**src/rtl/sbox_ti_pkg.sv**
```systemverilog
// Package: shared constants and elaboration-time helpers for the masked
// substitution box. Assumes the box has algebraic degree at most three, so
// each cubic monomial is spread one share-product per domain.
package sbox_ti_pkg;

    localparam int NIB_W   = 4;
    localparam int DOMAINS = 8;
    localparam int PAIRS   = 3;
    localparam int RND_W   = PAIRS * NIB_W;
    localparam int MONOS   = 1 << NIB_W;

    typedef logic [NIB_W-1:0] nib_t;

    // Unmasked mapping, entry i in bits [4i+3:4i].
    localparam logic [NIB_W*MONOS-1:0] SUBST_TABLE = 64'h4D5E_0876_19CA_23FB;

    // Share index per input bit for each domain, domain r in bits [4r+3:4r].
    // Domains 2p and 2p+1 are complementary (pair p); 6 and 7 are single-index.
    localparam logic [NIB_W*DOMAINS-1:0] DOMAIN_TUPLE = 32'h0F69_3C5A;

    // Domain that absorbs the constant term of every output bit.
    localparam int CONST_DOMAIN = 6;

    // Plain lookup of the unmasked mapping.
    function automatic nib_t subst(input nib_t v);
        return SUBST_TABLE[NIB_W*int'(v) +: NIB_W];
    endfunction

    // Algebraic normal form of all output bits; bit b uses [16b+15:16b].
    function automatic logic [NIB_W*MONOS-1:0] anf_all();
        logic [NIB_W*MONOS-1:0] res;
        res = '0;
        for (int b = 0; b < NIB_W; b++) begin
            for (int m = 0; m < MONOS; m++) begin
                for (int u = 0; u < MONOS; u++) begin
                    if ((u & ~m) == 0)
                        res[MONOS*b+m] = res[MONOS*b+m] ^ SUBST_TABLE[NIB_W*u+b];
                end
            end
        end
        return res;
    endfunction

    // Monomials whose share-product for this domain's indices is placed here:
    // the first domain that carries the needed indices takes it.
    function automatic logic [MONOS-1:0] keep_mask(input int row);
        logic [MONOS-1:0] res;
        logic [NIB_W-1:0] own;
        logic             first;
        own = DOMAIN_TUPLE[NIB_W*row +: NIB_W];
        for (int m = 0; m < MONOS; m++) begin
            if (m == 0) begin
                res[m] = (row == CONST_DOMAIN);
            end else begin
                first = 1'b1;
                for (int r = 0; r < DOMAINS; r++) begin
                    if (r < row &&
                        ((DOMAIN_TUPLE[NIB_W*r +: NIB_W] ^ own) & 4'(m)) == '0)
                        first = 1'b0;
                end
                res[m] = first;
            end
        end
        return res;
    endfunction

endpackage

```
**src/rtl/sbox_ti_domain_eval.sv**
```systemverilog
// Module: evaluates the share-nibble of one domain. It picks one share of
// each input bit, as the domain's index tuple says, and sums the
// share-products of the monomials placed in this domain.
// Assumes: purely combinational; the result is registered by the parent.
module sbox_ti_domain_eval
    import sbox_ti_pkg::*;
#(
    parameter int DOMAIN = 0
) (
    input  nib_t sh0,
    input  nib_t sh1,
    output nib_t part
);
    localparam logic [NIB_W-1:0]       TUP  = DOMAIN_TUPLE[NIB_W*DOMAIN +: NIB_W];
    localparam logic [NIB_W*MONOS-1:0] ANF  = anf_all();
    localparam logic [MONOS-1:0]       KEEP = keep_mask(DOMAIN);

    nib_t sel;

    // Select the share of each input bit allowed in this domain.
    assign sel = (TUP & sh1) | (~TUP & sh0);

    // Sum the placed monomial products for each output bit.
    always_comb begin
        part = '0;
        for (int b = 0; b < NIB_W; b++) begin
            for (int m = 0; m < MONOS; m++) begin
                if (ANF[MONOS*b+m] && KEEP[m])
                    part[b] = part[b] ^ (&(sel | ~4'(m)));
            end
        end
    end
endmodule

```
**src/rtl/sbox_ti_remask.sv**
```systemverilog
// Module: adds fresh randomness to the domain nibbles. Both members of a
// complementary pair get the same random nibble; single-index domains pass.
// Assumes: rnd is fresh for every valid input.
module sbox_ti_remask
    import sbox_ti_pkg::*;
(
    input  logic [NIB_W*DOMAINS-1:0] raw,
    input  logic [RND_W-1:0]         rnd,
    output logic [NIB_W*DOMAINS-1:0] masked
);
    for (genvar r = 0; r < DOMAINS; r++) begin : g_dom
        if (r < 2*PAIRS) begin : g_pair
            // Mask a paired domain with its pair's random nibble.
            assign masked[NIB_W*r +: NIB_W] =
                raw[NIB_W*r +: NIB_W] ^ rnd[NIB_W*(r/2) +: NIB_W];
        end else begin : g_single
            // Single-index domains are left unmasked.
            assign masked[NIB_W*r +: NIB_W] = raw[NIB_W*r +: NIB_W];
        end
    end
endmodule

```
**src/rtl/sbox_ti_compress.sv**
```systemverilog
// Module: folds the eight registered domain nibbles into two output shares.
// Even domains form share 0 and odd domains share 1, so each group holds one
// member of every pair and one single-index domain.
// Assumes: its input comes straight from a register.
module sbox_ti_compress
    import sbox_ti_pkg::*;
(
    input  logic [NIB_W*DOMAINS-1:0] held,
    output nib_t                     share0,
    output nib_t                     share1
);
    // XOR the domains of each group together.
    always_comb begin
        share0 = '0;
        share1 = '0;
        for (int r = 0; r < DOMAINS; r++) begin
            if (r % 2 == 0) share0 = share0 ^ held[NIB_W*r +: NIB_W];
            else            share1 = share1 ^ held[NIB_W*r +: NIB_W];
        end
    end
endmodule

```
**src/rtl/sbox_ti_first_order.sv**
```systemverilog
// Module: first-order masked 4-bit substitution box with one register stage.
// Assumes: in_share0/in_share1 are independent shares and rnd is fresh.
module sbox_ti_first_order
    import sbox_ti_pkg::*;
(
    input  logic             clk,
    input  logic             rst_n,
    input  logic             in_valid,
    input  logic [3:0]       in_share0,
    input  logic [3:0]       in_share1,
    input  logic [11:0]      rnd,
    output logic             out_valid,
    output logic [3:0]       out_share0,
    output logic [3:0]       out_share1
);
    logic [NIB_W*DOMAINS-1:0] raw;
    logic [NIB_W*DOMAINS-1:0] masked;
    logic [NIB_W*DOMAINS-1:0] held_q;
    logic                     valid_q;

    for (genvar r = 0; r < DOMAINS; r++) begin : g_eval
        sbox_ti_domain_eval #(.DOMAIN(r)) u_eval (
            .sh0  (in_share0),
            .sh1  (in_share1),
            .part (raw[NIB_W*r +: NIB_W])
        );
    end

    sbox_ti_remask u_remask (
        .raw    (raw),
        .rnd    (rnd),
        .masked (masked)
    );

    // Store all eight masked domains before any recombination.
    always_ff @(posedge clk) begin
        if (!rst_n) begin
            held_q  <= '0;
            valid_q <= 1'b0;
        end else begin
            valid_q <= in_valid;
            if (in_valid) held_q <= masked;
        end
    end

    sbox_ti_compress u_compress (
        .held   (held_q),
        .share0 (out_share0),
        .share1 (out_share1)
    );

    assign out_valid = valid_q;
endmodule

```
**config.mk**
```make
export PLATFORM = sky130hd
export DESIGN_NAME = sbox_ti_first_order
export DESIGN_NICKNAME = d
export VERILOG_FILES = /design/src/rtl/sbox_ti_pkg.sv /design/src/rtl/sbox_ti_domain_eval.sv /design/src/rtl/sbox_ti_remask.sv /design/src/rtl/sbox_ti_compress.sv /design/src/rtl/sbox_ti_first_order.sv
export SDC_FILE = /design/constraint.sdc
export NUM_CORES = 1
export LEC_CHECK = 0
export ABC_AREA = 1
export BUFFER_PORTS_ARGS = -buffer_cell sky130_fd_sc_hd__buf_2
export CAP_MARGIN = 10
export CORE_MARGIN = 5
export CORE_UTILIZATION = 45
export CTS_CLUSTER_DIAMETER = 100
export DETAILED_ROUTE_END_ITERATION = 8
export PLACE_DENSITY = 0.65
export SETUP_SLACK_MARGIN = 0.15
export SLEW_MARGIN = 10
export SYNTH_ARGS = -nofsm -noshare
export SYNTH_HDL_FRONTEND = slang
export SYNTH_SLANG_ARGS = --single-unit
```
**constraint.sdc**
```tcl
create_clock -name clk -period 1.91 [get_ports clk]
set_input_delay 0.191 -clock clk [delete_from_list [all_inputs] [get_ports clk]]
set_output_delay 0.191 -clock clk [all_outputs]
set_load 0.01 [all_outputs]
```
==> results of run 1 <==
cells in the mapped netlist:
cell type,number,area share
sky130_fd_sc_hd__o21ai_0,26,0.059
sky130_fd_sc_hd__xor2_1,8,0.032
sky130_fd_sc_hd__nor2_2,1,0.0028
sky130_fd_sc_hd__buf_2,5,0.011
sky130_fd_sc_hd__buf_6,6,0.031
sky130_fd_sc_hd__inv_2,6,0.010
sky130_fd_sc_hd__dfxtp_1,33,0.30
sky130_fd_sc_hd__buf_4,2,0.0068
sky130_fd_sc_hd__nand2_4,2,0.010
sky130_fd_sc_hd__a21oi_1,13,0.029
sky130_fd_sc_hd__clkbuf_2,2,0.0045
sky130_fd_sc_hd__nand3b_1,2,0.0068
sky130_fd_sc_hd__nand3_1,31,0.070
sky130_fd_sc_hd__nand2_1,95,0.16
sky130_fd_sc_hd__nor2_1,45,0.076
sky130_fd_sc_hd__o21ai_1,5,0.011
sky130_fd_sc_hd__a31oi_1,7,0.020
sky130_fd_sc_hd__clkbuf_1,2,0.0034
sky130_fd_sc_hd__and2_1,1,0.0028
sky130_fd_sc_hd__a22oi_1,1,0.0034
sky130_fd_sc_hd__o211ai_1,3,0.010
sky130_fd_sc_hd__a21boi_2,1,0.0051
sky130_fd_sc_hd__inv_1,36,0.061
sky130_fd_sc_hd__inv_4,1,0.0028
sky130_fd_sc_hd__xnor2_1,16,0.063
sky130_fd_sc_hd__nand2_2,3,0.0085
through the flow:
| stage | worst slack [ns] | cells |
|---|---|---|
| finish | 0.605 | 444 |
| global route | 0.519 | 444 |
| CTS | 0.584 | 444 |
| detailed placement | 0.707 | 436 |
| global placement | 0.715 | 436 |
| floorplan | 1.00 | 353 |
kinds of logic after synthesis:
kind of cell    Yosys count  share of synthesized area
simple gates            180                      0.338
buf+inv                  60                      0.131
compound gates           56                      0.138
flops                    33                      0.298
xor+xnor                 24                     0.0949
power breakdown:
group | leakage [nW] | internal [W] | switching (W)
Combinational | 0.980 | 0.000188 | 0.000275
Sequential | 0.274 | 0.000739 | 0.0000311
Clock | 0.0585 | 0.000425 | 0.000258
Total | 1.31 | 0.00135 | 0.000564
registers in the layout (all words and copies together), names as in the netlist:
signal / count
held_q: 32
out_valid: 1
worst max-delay path: stages (launching register included):
cell,delay (ns)
sky130_fd_sc_hd__dfxtp_1,0.35
sky130_fd_sc_hd__xor2_1,0.19
sky130_fd_sc_hd__xnor2_1,0.13
sky130_fd_sc_hd__buf_2,0.14
layout make-up:
type | count | share of cell area
clock buffer | 7 | 0.0351
clock inverter | 1 | 0.0122
inverter | 43 | 0.0666
multi-input combinational | 260 | 0.514
sequential | 33 | 0.269
tap | 67 | 0.0341
timing repair buffer | 33 | 0.0692
worst paths after layout:
| kind | startpoint | endpoint | slack, ns | cells past startpoint |
|---|---|---|---|---|
| worst max register to register | held_q[28] | held_q[28] | 1.21 | 2 |
| worst min-delay path | rnd[3] | held_q[7] | 0.17 | 3 |
| worst min register to register | held_q[31] | held_q[31] | 0.48 | 2 |
| worst max-delay path | held_q[22] | out_share1[2] | 0.61 | 3 |
layer usage:
| metal | track usage | routed length, um | vias up |
|---|---|---|---|
| met4 | 0.0861 | 102 | 0 |
| met1 | 0.239 | 2590 | 968 |
| li1 | - | - | 1158 |
| met2 | 0.277 | 2320 | 65 |
| met3 | 0.0392 | 323 | 11 |
| met5 | 0 | 0 | - |
==> run summary, run 1 <==
RUN STATUS
-------------------------------------------------------------------------------------------------
Status                                                                               finished, final reports clean

GLOBAL ROUTING
-------------------------------------------------------------------------------------------------
Largest net degree at the start of global routing                                              33
Global-route usage over all layers                                                          0.181
Initial antenna violation count                                                                 0
Global-route wire length before repair                                                    8.98 mm
Number of global-route vias before repair                                                    2011
Global route total overflow                                                                     0

CRITICAL PATH
-------------------------------------------------------------------------------------------------
Nature of the critical path endpoint                                                  output port
Critical path class                                                                  register to output port
Maximum net fanout on the critical path                                                         2
Critical Path Source Type                                                                register
Worst path arrival time                                                                   1.11 ns
CP Data Required Time                                                                     1.72 ns

SYNTH
-------------------------------------------------------------------------------------------------
Summed instance area of the synthesized netlist                                        2210 sq um
Cell count after synthesis                                                                    353
Post-synth net total                                                                          376
Flops & latches, synth                                                                         33
Post-Synthesis Mean Instance Area                                                      6.27 sq um
Number of distinct library cell variants in the gate-level netlist after synthesis             26
Post-synthesis sequential area ratio                                                        0.298
Number of warning messages in the yosys log                                                     0

TIMING
-------------------------------------------------------------------------------------------------
Setup clock skew after layout                                                                0 ns
Final period utilization                                                                    0.683
Slew margin rel.                                                                            0.655
Final Slew Violations                                                                           0
Unrepaired setup endpoints after global routing                                             false
Upper clock frequency limit                                                               767 MHz
Slew at the pin closest to its max-slew limit                                            0.517 ns
Hold Slack                                                                               0.172 ns
Min Clock Period, post-route                                                              1.30 ns
Setup_tns                                                                                    0 ns
Final hold viol count                                                                           0
Number of setup violations in the final report                                                  0

CLOCKING
-------------------------------------------------------------------------------------------------
CTS resizes                                                                                     0
Count of hold-fix buffers inserted at cts                                                       0
Clock root buffer master                                                             sky130_fd_sc_hd__clkbuf_8
CTS HTree Levels                                                                                2
Post-CTS setup-driven buffer insertion count                                                    0
Reg clk slew, reported paths                                                              0.07 ns
Total CTS buffers                                                                               5
Worst-skew pair later-pin latency                                                         0.28 ns
Bufs on Longest Clock Path                                                                      2
# clock sinks                                                                                  33
CTS tree                                                                                    built

DIE
-------------------------------------------------------------------------------------------------
Starting density of the core                                                                0.466
Row cnt                                                                                        25
Vertical die dimension                                                                    80.2 um
Die outline width                                                                         80.2 um
Core region area                                                                       4750 sq um
Die outline area                                                                       6420 sq um
I/O Pins                                                                                       32

LAYOUT
-------------------------------------------------------------------------------------------------
Area delta synth->final                                                                     11.1%
Final non-filler cell area                                                             2460 sq um
Commonest non-fill, non-tap cell in the layout                                       sky130_fd_sc_hd__nand2_1
Multi-input combinational cell area                                                    1260 sq um
Reg area                                                                                661 sq um
Net total in the final layout                                                                 399
Layout cell share with drive strength beyond 1                                              0.143
Leading cell types in the layout, fill and taps excluded                             sky130_fd_sc_hd__nand2_1, sky130_fd_sc_hd__nor2_1, sky130_fd_sc_hd__inv_1
Fill cell total of the finished layout                                                        525
Number of antenna diodes                                                                        0
Final Core Density                                                                          0.517

PWR
-------------------------------------------------------------------------------------------------
Pwr Total                                                                               0.00192 W
Maximum vdd drop                                                                         0.265 mV
P_leak                                                                                    1.31 nW
Pwr/cell area                                                                         779 nW/um^2

DRT
-------------------------------------------------------------------------------------------------
Number of routed nets with antenna violations                                                   0
1st-pass router iterations                                                                      4
Detailed-route wire length                                                                5.34 mm
DRC marker count from the first detailed-route iteration                                      104
Residual DRC                                                                                    0
Average wire per cell in the routed design                                                12.0 um
Total via count in the routed design                                                         2202
Mean number of vias per cell                                                                 4.96

PLACED DESIGN
-------------------------------------------------------------------------------------------------
Hpwl dp                                                                                   4.00 mm
Quantity of I/O buffers inserted on ports                                                      31
Placer Congestion                                                                           0.910
Area post-placement                                                                    2340 sq um

WORST HOLD PATH
-------------------------------------------------------------------------------------------------
Hold/Removal Path Class                                                              primary input to register

RUN
-------------------------------------------------------------------------------------------------
Max cap viols                                                                                   0

Note: power is estimated with default switching activity, not from simulation.
==> run 2, diff against run 1 <==
Settings changed: PLACE_DENSITY 0.65 to 0.68.
Clock period 1.91 ns to 1.2 ns, I/O delays scaled along.
==> run 2 against run 1 <==
Compared with the run above:
- the flow now finishes with violations (setup timing)
- clock power grew 19%
- core utilization is 2.7 points higher
- largest cell class unchanged
- total power increased by 49%
==> run summary, run 2 (synthesis results as in run 1) <==
TIMING
------------------------------------------------------------------------------------
Final period utilization                                                        1.00
Upper clock frequency limit                                                  833 MHz
Unrepaired setup endpoints after global routing                                 true
Slew at the pin closest to its max-slew limit                               0.300 ns   -0.218 ns
Min Clock Period, post-route                                                 1.20 ns
Final Slew Violations                                                              0   unchanged
Worst-case setup margin in the final layout                             -0.000884 ns   -0.606 ns
Final hold viol count                                                              0   unchanged
Hold Slack                                                                  0.101 ns   -0.0710 ns
Number of setup violations in the final report                                     1   +1
Slew margin rel.                                                               0.800   +0.145
Setup clock skew after layout                                                   0 ns   unchanged

PLACED DESIGN
------------------------------------------------------------------------------------
Placer Congestion                                                              0.961   +5.6%
Quantity of I/O buffers inserted on ports                                         31   unchanged
Hpwl dp                                                                      4.21 mm   +5.2%
Post-place setup slack                                                     0.0949 ns   -0.613 ns
Area post-placement                                                       2380 sq um   +1.5%

CRITICAL PATH
------------------------------------------------------------------------------------
Maximum net fanout on the critical path                                            2   unchanged
Register-to-register path setup slack                                        0.43 ns   -0.78 ns
Length in cells of the worst reg-to-reg path                                       3   +1
Worst path top cell family by delay                                       flip-flops
Critical Path Source Type                                                   register
CP Data Required Time                                                        1.08 ns   -0.64 ns
Nature of the critical path endpoint                                     output port
Worst flop-to-flop path startpoint                                        held_q[27]
Biggest cell delay along the critical path                                   0.35 ns   about the same
Critical path class                                                     register to output port
Depth of the critical timing path with buffers and inverters included              3   unchanged
Beginning of the critical path                                            held_q[22]
Buf+Inv Stages, Crit Path                                                          1   unchanged
Worst flop-to-flop path endpoint                                          held_q[27]
Worst Setup EP                                                          out_share1[2]
Worst path arrival time                                                      1.08 ns   -0.03 ns
Slowest CP cell                                                         sky130_fd_sc_hd__dfxtp_2
Cell-by-cell trace of the critical path                                 xor2_2 > xnor2_1 > buf_2

LAYOUT
------------------------------------------------------------------------------------
Layout cell share with drive strength beyond 1                                 0.241   +0.0976
Commonest non-fill, non-tap cell in the layout                          sky130_fd_sc_hd__nand2_1
Largest register by flop count                                                held_q
Net total in the final layout                                                    404   +1.3%
Final non-filler cell area                                                2590 sq um   +5.1%
Max FFs per register                                                              32   unchanged
Final Core Density                                                             0.544   +0.0266
Area delta synth->final                                                        16.8%
Number of antenna diodes                                                           0   unchanged
Leading cell types in the layout, fill and taps excluded                sky130_fd_sc_hd__nand2_1, sky130_fd_sc_hd__nor2_1, sky130_fd_sc_hd__inv_1

WORST HOLD PATH
------------------------------------------------------------------------------------
Hold/Removal Path Class                                                 primary input to register

DRT
------------------------------------------------------------------------------------
Mean number of vias per cell                                                    5.08   +2.4%
DRC marker count from the first detailed-route iteration                         174   +67%
Average wire per cell in the routed design                                   12.4 um   +2.9%
Detailed-route wire length                                                   5.55 mm   +4.0%
Met2 wire length                                                             2.49 mm   +7.0%
Residual DRC                                                                       0   unchanged
Top layer in use                                                                met4
1st-pass router iterations                                                         5   +1
M1 wire length                                                               2.60 mm   +0.23%
Number of routed nets with antenna violations                                      0   unchanged
Total met3 wirelength after detailed routing                                  365 um   +13%
Total via count in the routed design                                            2281   +3.6%

CLOCKING
------------------------------------------------------------------------------------
Reg clk slew, reported paths                                                 0.07 ns   about the same
Clock root buffer master                                                sky130_fd_sc_hd__clkbuf_8
Worst-skew pair later-pin latency                                            0.28 ns   about the same
CTS HTree Levels                                                                   2   unchanged
Bufs on Longest Clock Path                                                         2   unchanged
Count of hold-fix buffers inserted at cts                                          0   unchanged
CTS tree                                                                       built
# clock sinks                                                                     33   unchanged
Total CTS buffers                                                                  5   unchanged

DIE
------------------------------------------------------------------------------------
Vertical die dimension                                                       80.2 um   unchanged
Row cnt                                                                           25   unchanged
Die outline area                                                          6420 sq um   unchanged
Starting density of the core                                                   0.466   unchanged
Die outline width                                                            80.2 um   unchanged
I/O Pins                                                                          32   unchanged
Core region area                                                          4750 sq um   unchanged

PWR
------------------------------------------------------------------------------------
Pwr Total                                                                  0.00285 W   +49%
Maximum vdd drop                                                            0.458 mV   +72%
P_leak                                                                       1.36 nW   +3.5%
Pwr/cell area                                                           1100 nW/um^2   +42%

RUN STATUS
------------------------------------------------------------------------------------
Violations in the final reports                                         setup timing
Status                                                                  finished with violations

RUN
------------------------------------------------------------------------------------
Max cap viols                                                                      0   unchanged

GLOBAL ROUTING
------------------------------------------------------------------------------------
Global-route wire length before repair                                       9.41 mm   +4.8%
Initial antenna violation count                                                    0   unchanged
Global route total overflow                                                        0   unchanged
Global-route usage over all layers                                             0.187   +0.00571
Largest net degree at the start of global routing                                 37   +12%
Number of global-route vias before repair                                       2039   +1.4%

[run 2: cell types whose count changed in the layout (fill, tap and decap cells not counted), sizes merged]
cell	previous run	this run
clkbuf	7	6
buf	33	38
clkinv	0	2
bufinv	1	0
[run 2: cell type report]
type	count	area, sq um
repair buffers	38	220
clock inverters	2	10.0
inverters	43	164
flip-flops and latches	33	688
clock buffers	6	72.6
well taps	67	83.8
multi-input cells	260	1350
fillers	494	2170
[run 2: worst min-delay path by stage]
stage                      end    from  depth (start not counted)  slack, ns
floorplan            held_q[3]  rnd[3]                          2       0.27
global placement    held_q[12]  rnd[4]                          3       0.40
detailed placement  held_q[12]  rnd[4]                          3       0.41
CTS                 held_q[12]  rnd[4]                          3       0.10
global route        held_q[17]  rnd[9]                          3       0.10
finish              held_q[12]  rnd[4]                          3       0.10
[run 2: timing repair]
action | in CTS | in global routing
resized for setup | 24 | 9
buffers inserted | 0 | 2
endpoints found under the setup margin | 8 | 8
pin swaps | 16 | 11
[run 2: through the flow]
step | TNS [ns] | cells
finish | -0.000884 | 449
global route | -0.429 | 449
detailed placement | 0 | 439
global placement | 0 | 439
floorplan | 0 | 353
CTS | -0.0896 | 447
[run 2: worst min-delay path, cell delays in order]
cell	delay, ns
sky130_fd_sc_hd__buf_2	0.10
sky130_fd_sc_hd__nand2_1	0.06
sky130_fd_sc_hd__a31oi_1	0.07
[run 2: report_power, final]
group	internal, W	total [W]	leakage, nW	switching [W]
logic	0.000338	0.000780	1.03	0.000442
registers	0.00119	0.00126	0.281	0.0000700
clock network	0.000402	0.000814	0.0450	0.000413
[run 2: per-layer routing]
metal | GRT usage | up-vias
met5 | 0 | -
met3 | 0.0370 | 12
met4 | 0.0743 | 0
li1 | - | 1159
met1 | 0.253 | 1034
met2 | 0.288 | 76
==> run 3, diff against run 2 <==
Settings changed: ABC_AREA 1 to unset, ABC_CLOCK_PERIOD_IN_PS set to 1200, CORE_MARGIN 5 to 8.
==> run 3 against run 2 <==
Compared with the run above:
- the run still ends with setup timing left
- critical endpoint is now out_share0[2]
- critical path type unchanged
- global-route usage down 3.9 points
- highest routed layer unchanged
- sequential share of layout area is 0.57 points lower
- core utilization is 2.9 points higher
==> run summary, run 3 <==
TIMING
-------------------------------------------------------------------------------------------------
Slew margin rel.                                                                            0.779   -0.0206
Hold Slack                                                                               0.124 ns   +0.0237 ns
Min Clock Period, post-route                                                              1.23 ns   +0.0269 ns
Upper clock frequency limit                                                               814 MHz   -2.2%
Setup_tns                                                                              -0.0516 ns   -0.0507 ns
Unrepaired setup endpoints after global routing                                              true
Final period utilization                                                                     1.02   +0.0224
Slew at the pin closest to its max-slew limit                                            0.328 ns   +0.0277 ns
Setup clock skew after layout                                                                0 ns   unchanged
Number of setup violations in the final report                                                  3   +2
Final hold viol count                                                                           0   unchanged
Final Slew Violations                                                                           0   unchanged
Worst-case setup margin in the final layout                                            -0.0278 ns   -0.0269 ns

CRITICAL PATH
-------------------------------------------------------------------------------------------------
Critical Path Source Type                                                                register
Maximum net fanout on the critical path                                                         2   unchanged
Nature of the critical path endpoint                                                  output port
Worst path arrival time                                                                   1.11 ns   +0.03 ns
Critical path class                                                                  register to output port
CP Data Required Time                                                                     1.08 ns   about the same

LAYOUT
-------------------------------------------------------------------------------------------------
Largest register by flop count                                                             held_q
Layout cell share with drive strength beyond 1                                              0.375   +0.134
Area delta synth->final                                                                     25.9%
Fill cell total of the finished layout                                                        424   -14%
Fin cells                                                                                     345   -23%
Net total in the final layout                                                                 313   -23%
Max FFs per register                                                                           32   unchanged
Number of antenna diodes                                                                        0   unchanged
Commonest non-fill, non-tap cell in the layout                                       sky130_fd_sc_hd__buf_2
Reg area                                                                                691 sq um   +0.36%
Leading cell types in the layout, fill and taps excluded                             sky130_fd_sc_hd__buf_2, sky130_fd_sc_hd__dfxtp_2, sky130_fd_sc_hd__buf_4
Multi-input combinational cell area                                                    1390 sq um   +3.0%

DRT
-------------------------------------------------------------------------------------------------
Total met3 wirelength after detailed routing                                               269 um   -26%
Met2 wire length                                                                          2.38 mm   -4.4%
M1 wire length                                                                            2.46 mm   -5.2%
DRC marker count from the first detailed-route iteration                                       91   -48%
1st-pass router iterations                                                                      5   unchanged
Average wire per cell in the routed design                                                15.0 um   +21%
Total via count in the routed design                                                         1897   -17%
Top layer in use                                                                             met4
Residual DRC                                                                                    0   unchanged
Mean number of vias per cell                                                                 5.50   +8.2%
Detailed-route wire length                                                                5.18 mm   -6.8%
Number of routed nets with antenna violations                                                   0   unchanged

SYNTH
-------------------------------------------------------------------------------------------------
Cell count after synthesis                                                                    247   -30%
Flops & latches, synth                                                                         33   unchanged
Post-synth net total                                                                          270   -28%
Fraction of registers with async set or reset after synthesis                                   0   unchanged
Main synth FF type                                                                   sky130_fd_sc_hd__dfxtp_1
Most frequent cell after synthesis                                                   sky130_fd_sc_hd__dfxtp_1
Cell types occupying the most area after synthesis                                   sky130_fd_sc_hd__dfxtp_1, sky130_fd_sc_hd__xnor2_1, sky130_fd_sc_hd__xor2_1
Yosys top cell area share                                                                   0.314   +0.0152
Post-synthesis sequential area ratio                                                        0.314   +0.0152
Summed instance area of the synthesized netlist                                        2110 sq um   -4.9%
Commonest cells post-synth                                                           sky130_fd_sc_hd__dfxtp_1, sky130_fd_sc_hd__xnor2_1, sky130_fd_sc_hd__xor2_1
Post-synth EDFFs                                                                                0   unchanged
Cell type with the highest aggregate area in the netlist                             sky130_fd_sc_hd__dfxtp_1
Number of warning messages in the yosys log                                                     0   unchanged
Number of distinct library cell variants in the gate-level netlist after synthesis             48   +85%
Post-Synthesis Mean Instance Area                                                      8.53 sq um   +36%

PWR
-------------------------------------------------------------------------------------------------
Pwr Total                                                                               0.00289 W   +1.3%
P_leak                                                                                    1.10 nW   -19%
Pwr/cell area                                                                        1090 nW/um^2   -1.3%
Maximum vdd drop                                                                         0.447 mV   -2.3%

GLOBAL ROUTING
-------------------------------------------------------------------------------------------------
Initial antenna violation count                                                                 0   unchanged
Global-route usage over all layers                                                          0.147   -0.0395
Largest net degree at the start of global routing                                              47   +27%
Global-route wire length before repair                                                    8.65 mm   -8.1%
Global route total overflow                                                                     0   unchanged
Number of global-route vias before repair                                                    1858   -8.9%

WORST HOLD PATH
-------------------------------------------------------------------------------------------------
Hold/Removal Path Class                                                              primary input to register

CLOCKING
-------------------------------------------------------------------------------------------------
Reg clk slew, reported paths                                                              0.07 ns   about the same
Bufs on Longest Clock Path                                                                      2   unchanged
CTS tree                                                                                    built
CTS HTree Levels                                                                                2   unchanged
# clock sinks                                                                                  33   unchanged
Clock root buffer master                                                             sky130_fd_sc_hd__clkbuf_8
Worst-skew pair later-pin latency                                                         0.28 ns   about the same
Total CTS buffers                                                                               5   unchanged

DIE
-------------------------------------------------------------------------------------------------
Core region area                                                                       4630 sq um   -2.6%
I/O Pins                                                                                       32   unchanged
Row cnt                                                                                        25   unchanged
Die outline width                                                                         84.4 um   +5.3%
Starting density of the core                                                                0.455   -0.0107
Vertical die dimension                                                                    84.4 um   +5.3%
Die outline area                                                                       7130 sq um   +11%

PLACED DESIGN
-------------------------------------------------------------------------------------------------
Dpl cells                                                                                     334   -24%
Hpwl dp                                                                                   3.84 mm   -8.8%
Quantity of I/O buffers inserted on ports                                                      31   unchanged
Placer Congestion                                                                           0.861   -10%

RUN STATUS
-------------------------------------------------------------------------------------------------
Violations in the final reports                                                      setup timing
Status                                                                               finished with violations

RUN
-------------------------------------------------------------------------------------------------
Max cap viols                                                                                   0   unchanged

==> run 3: cell count changes in the layout (fill, tap and decap cells not counted), moves of 9 or more <==
cell / before / now
sky130_fd_sc_hd__a211oi_1: 0 / 9
sky130_fd_sc_hd__buf_4: 6 / 21
sky130_fd_sc_hd__inv_1: 36 / 3
sky130_fd_sc_hd__nand2_1: 95 / 11
sky130_fd_sc_hd__nand3_1: 31 / 12
sky130_fd_sc_hd__nor2_1: 45 / 18
sky130_fd_sc_hd__o21ai_0: 26 / 12
sky130_fd_sc_hd__xor2_1: 3 / 17
==> run 3: path summary, 6_finish.rpt <==
| path | from | to | slack, ns | cells after the start |
|---|---|---|---|---|
| worst max register to register | held_q[11] | held_q[11] | 0.45 | 1 |
| worst max-delay path | held_q[26] | out_share0[2] | -0.03 | 3 |
| worst min register to register | held_q[26] | held_q[26] | 0.47 | 2 |
| worst min-delay path | rnd[4] | held_q[8] | 0.12 | 3 |
==> run 3: timing repair <==
action / CTS / global route
gates resized for setup: 22 / 14
setup buffers: 0 / 3
hold buffers: 0 / 0
endpoints found under the setup margin: 8 / 9
pin swaps: 14 / 15
==> run 3: routing by layer <==
metal	track usage	vias up
li1	-	958
met1	0.185	885
met2	0.235	47
met3	0.0410	7
met4	0.0485	0
met5	0	-
==> run 3: layout make-up <==
| type | instances | area share |
|---|---|---|
| Tap cell | 54 | 0.0255 |
| Sequential cell | 33 | 0.260 |
| Clock buffer | 6 | 0.0274 |
| Inverter | 3 | 0.00425 |
| Timing Repair Buffer | 57 | 0.156 |
| Clock inverter | 2 | 0.00377 |
| Multi-Input combinational cell | 190 | 0.523 |
==> run 3: logic make-up after synthesis <==
| family | Yosys count | share of synthesized area |
|---|---|---|
| fa+ha+maj | 2 | 0.00950 |
| xor+xnor | 42 | 0.175 |
| simple gates | 79 | 0.206 |
| compound gates | 61 | 0.198 |
| flops | 33 | 0.314 |
| buf+inv | 24 | 0.0695 |
| mux | 6 | 0.0285 |
==> run 3: stage by stage <==
step	cell area (sq um)	util	setup WS, ns
2_1_floorplan	2110	-	0.156
3_3_place_gp	2430	0.525	0.000581
3_5_place_dp	2430	0.525	-0.0271
4_1_cts	2560	0.553	-0.0314
5_1_grt	2650	0.573	-0.0859
6_report	2650	0.573	-0.0278
==> run 3: power breakdown <==
group	total, W	switching, W	internal (W)
combinational	0.000825	0.000406	0.000419
clock	0.000802	0.000401	0.000401
sequential	0.00126	0.0000717	0.00119
total	0.00289	0.000878	0.00201
==> run 3: worst max-delay path, stage by stage (launching register included) <==
cell,delay [ns]
sky130_fd_sc_hd__dfxtp_2,0.33
sky130_fd_sc_hd__xor2_1,0.19
sky130_fd_sc_hd__xnor2_1,0.15
sky130_fd_sc_hd__buf_2,0.16
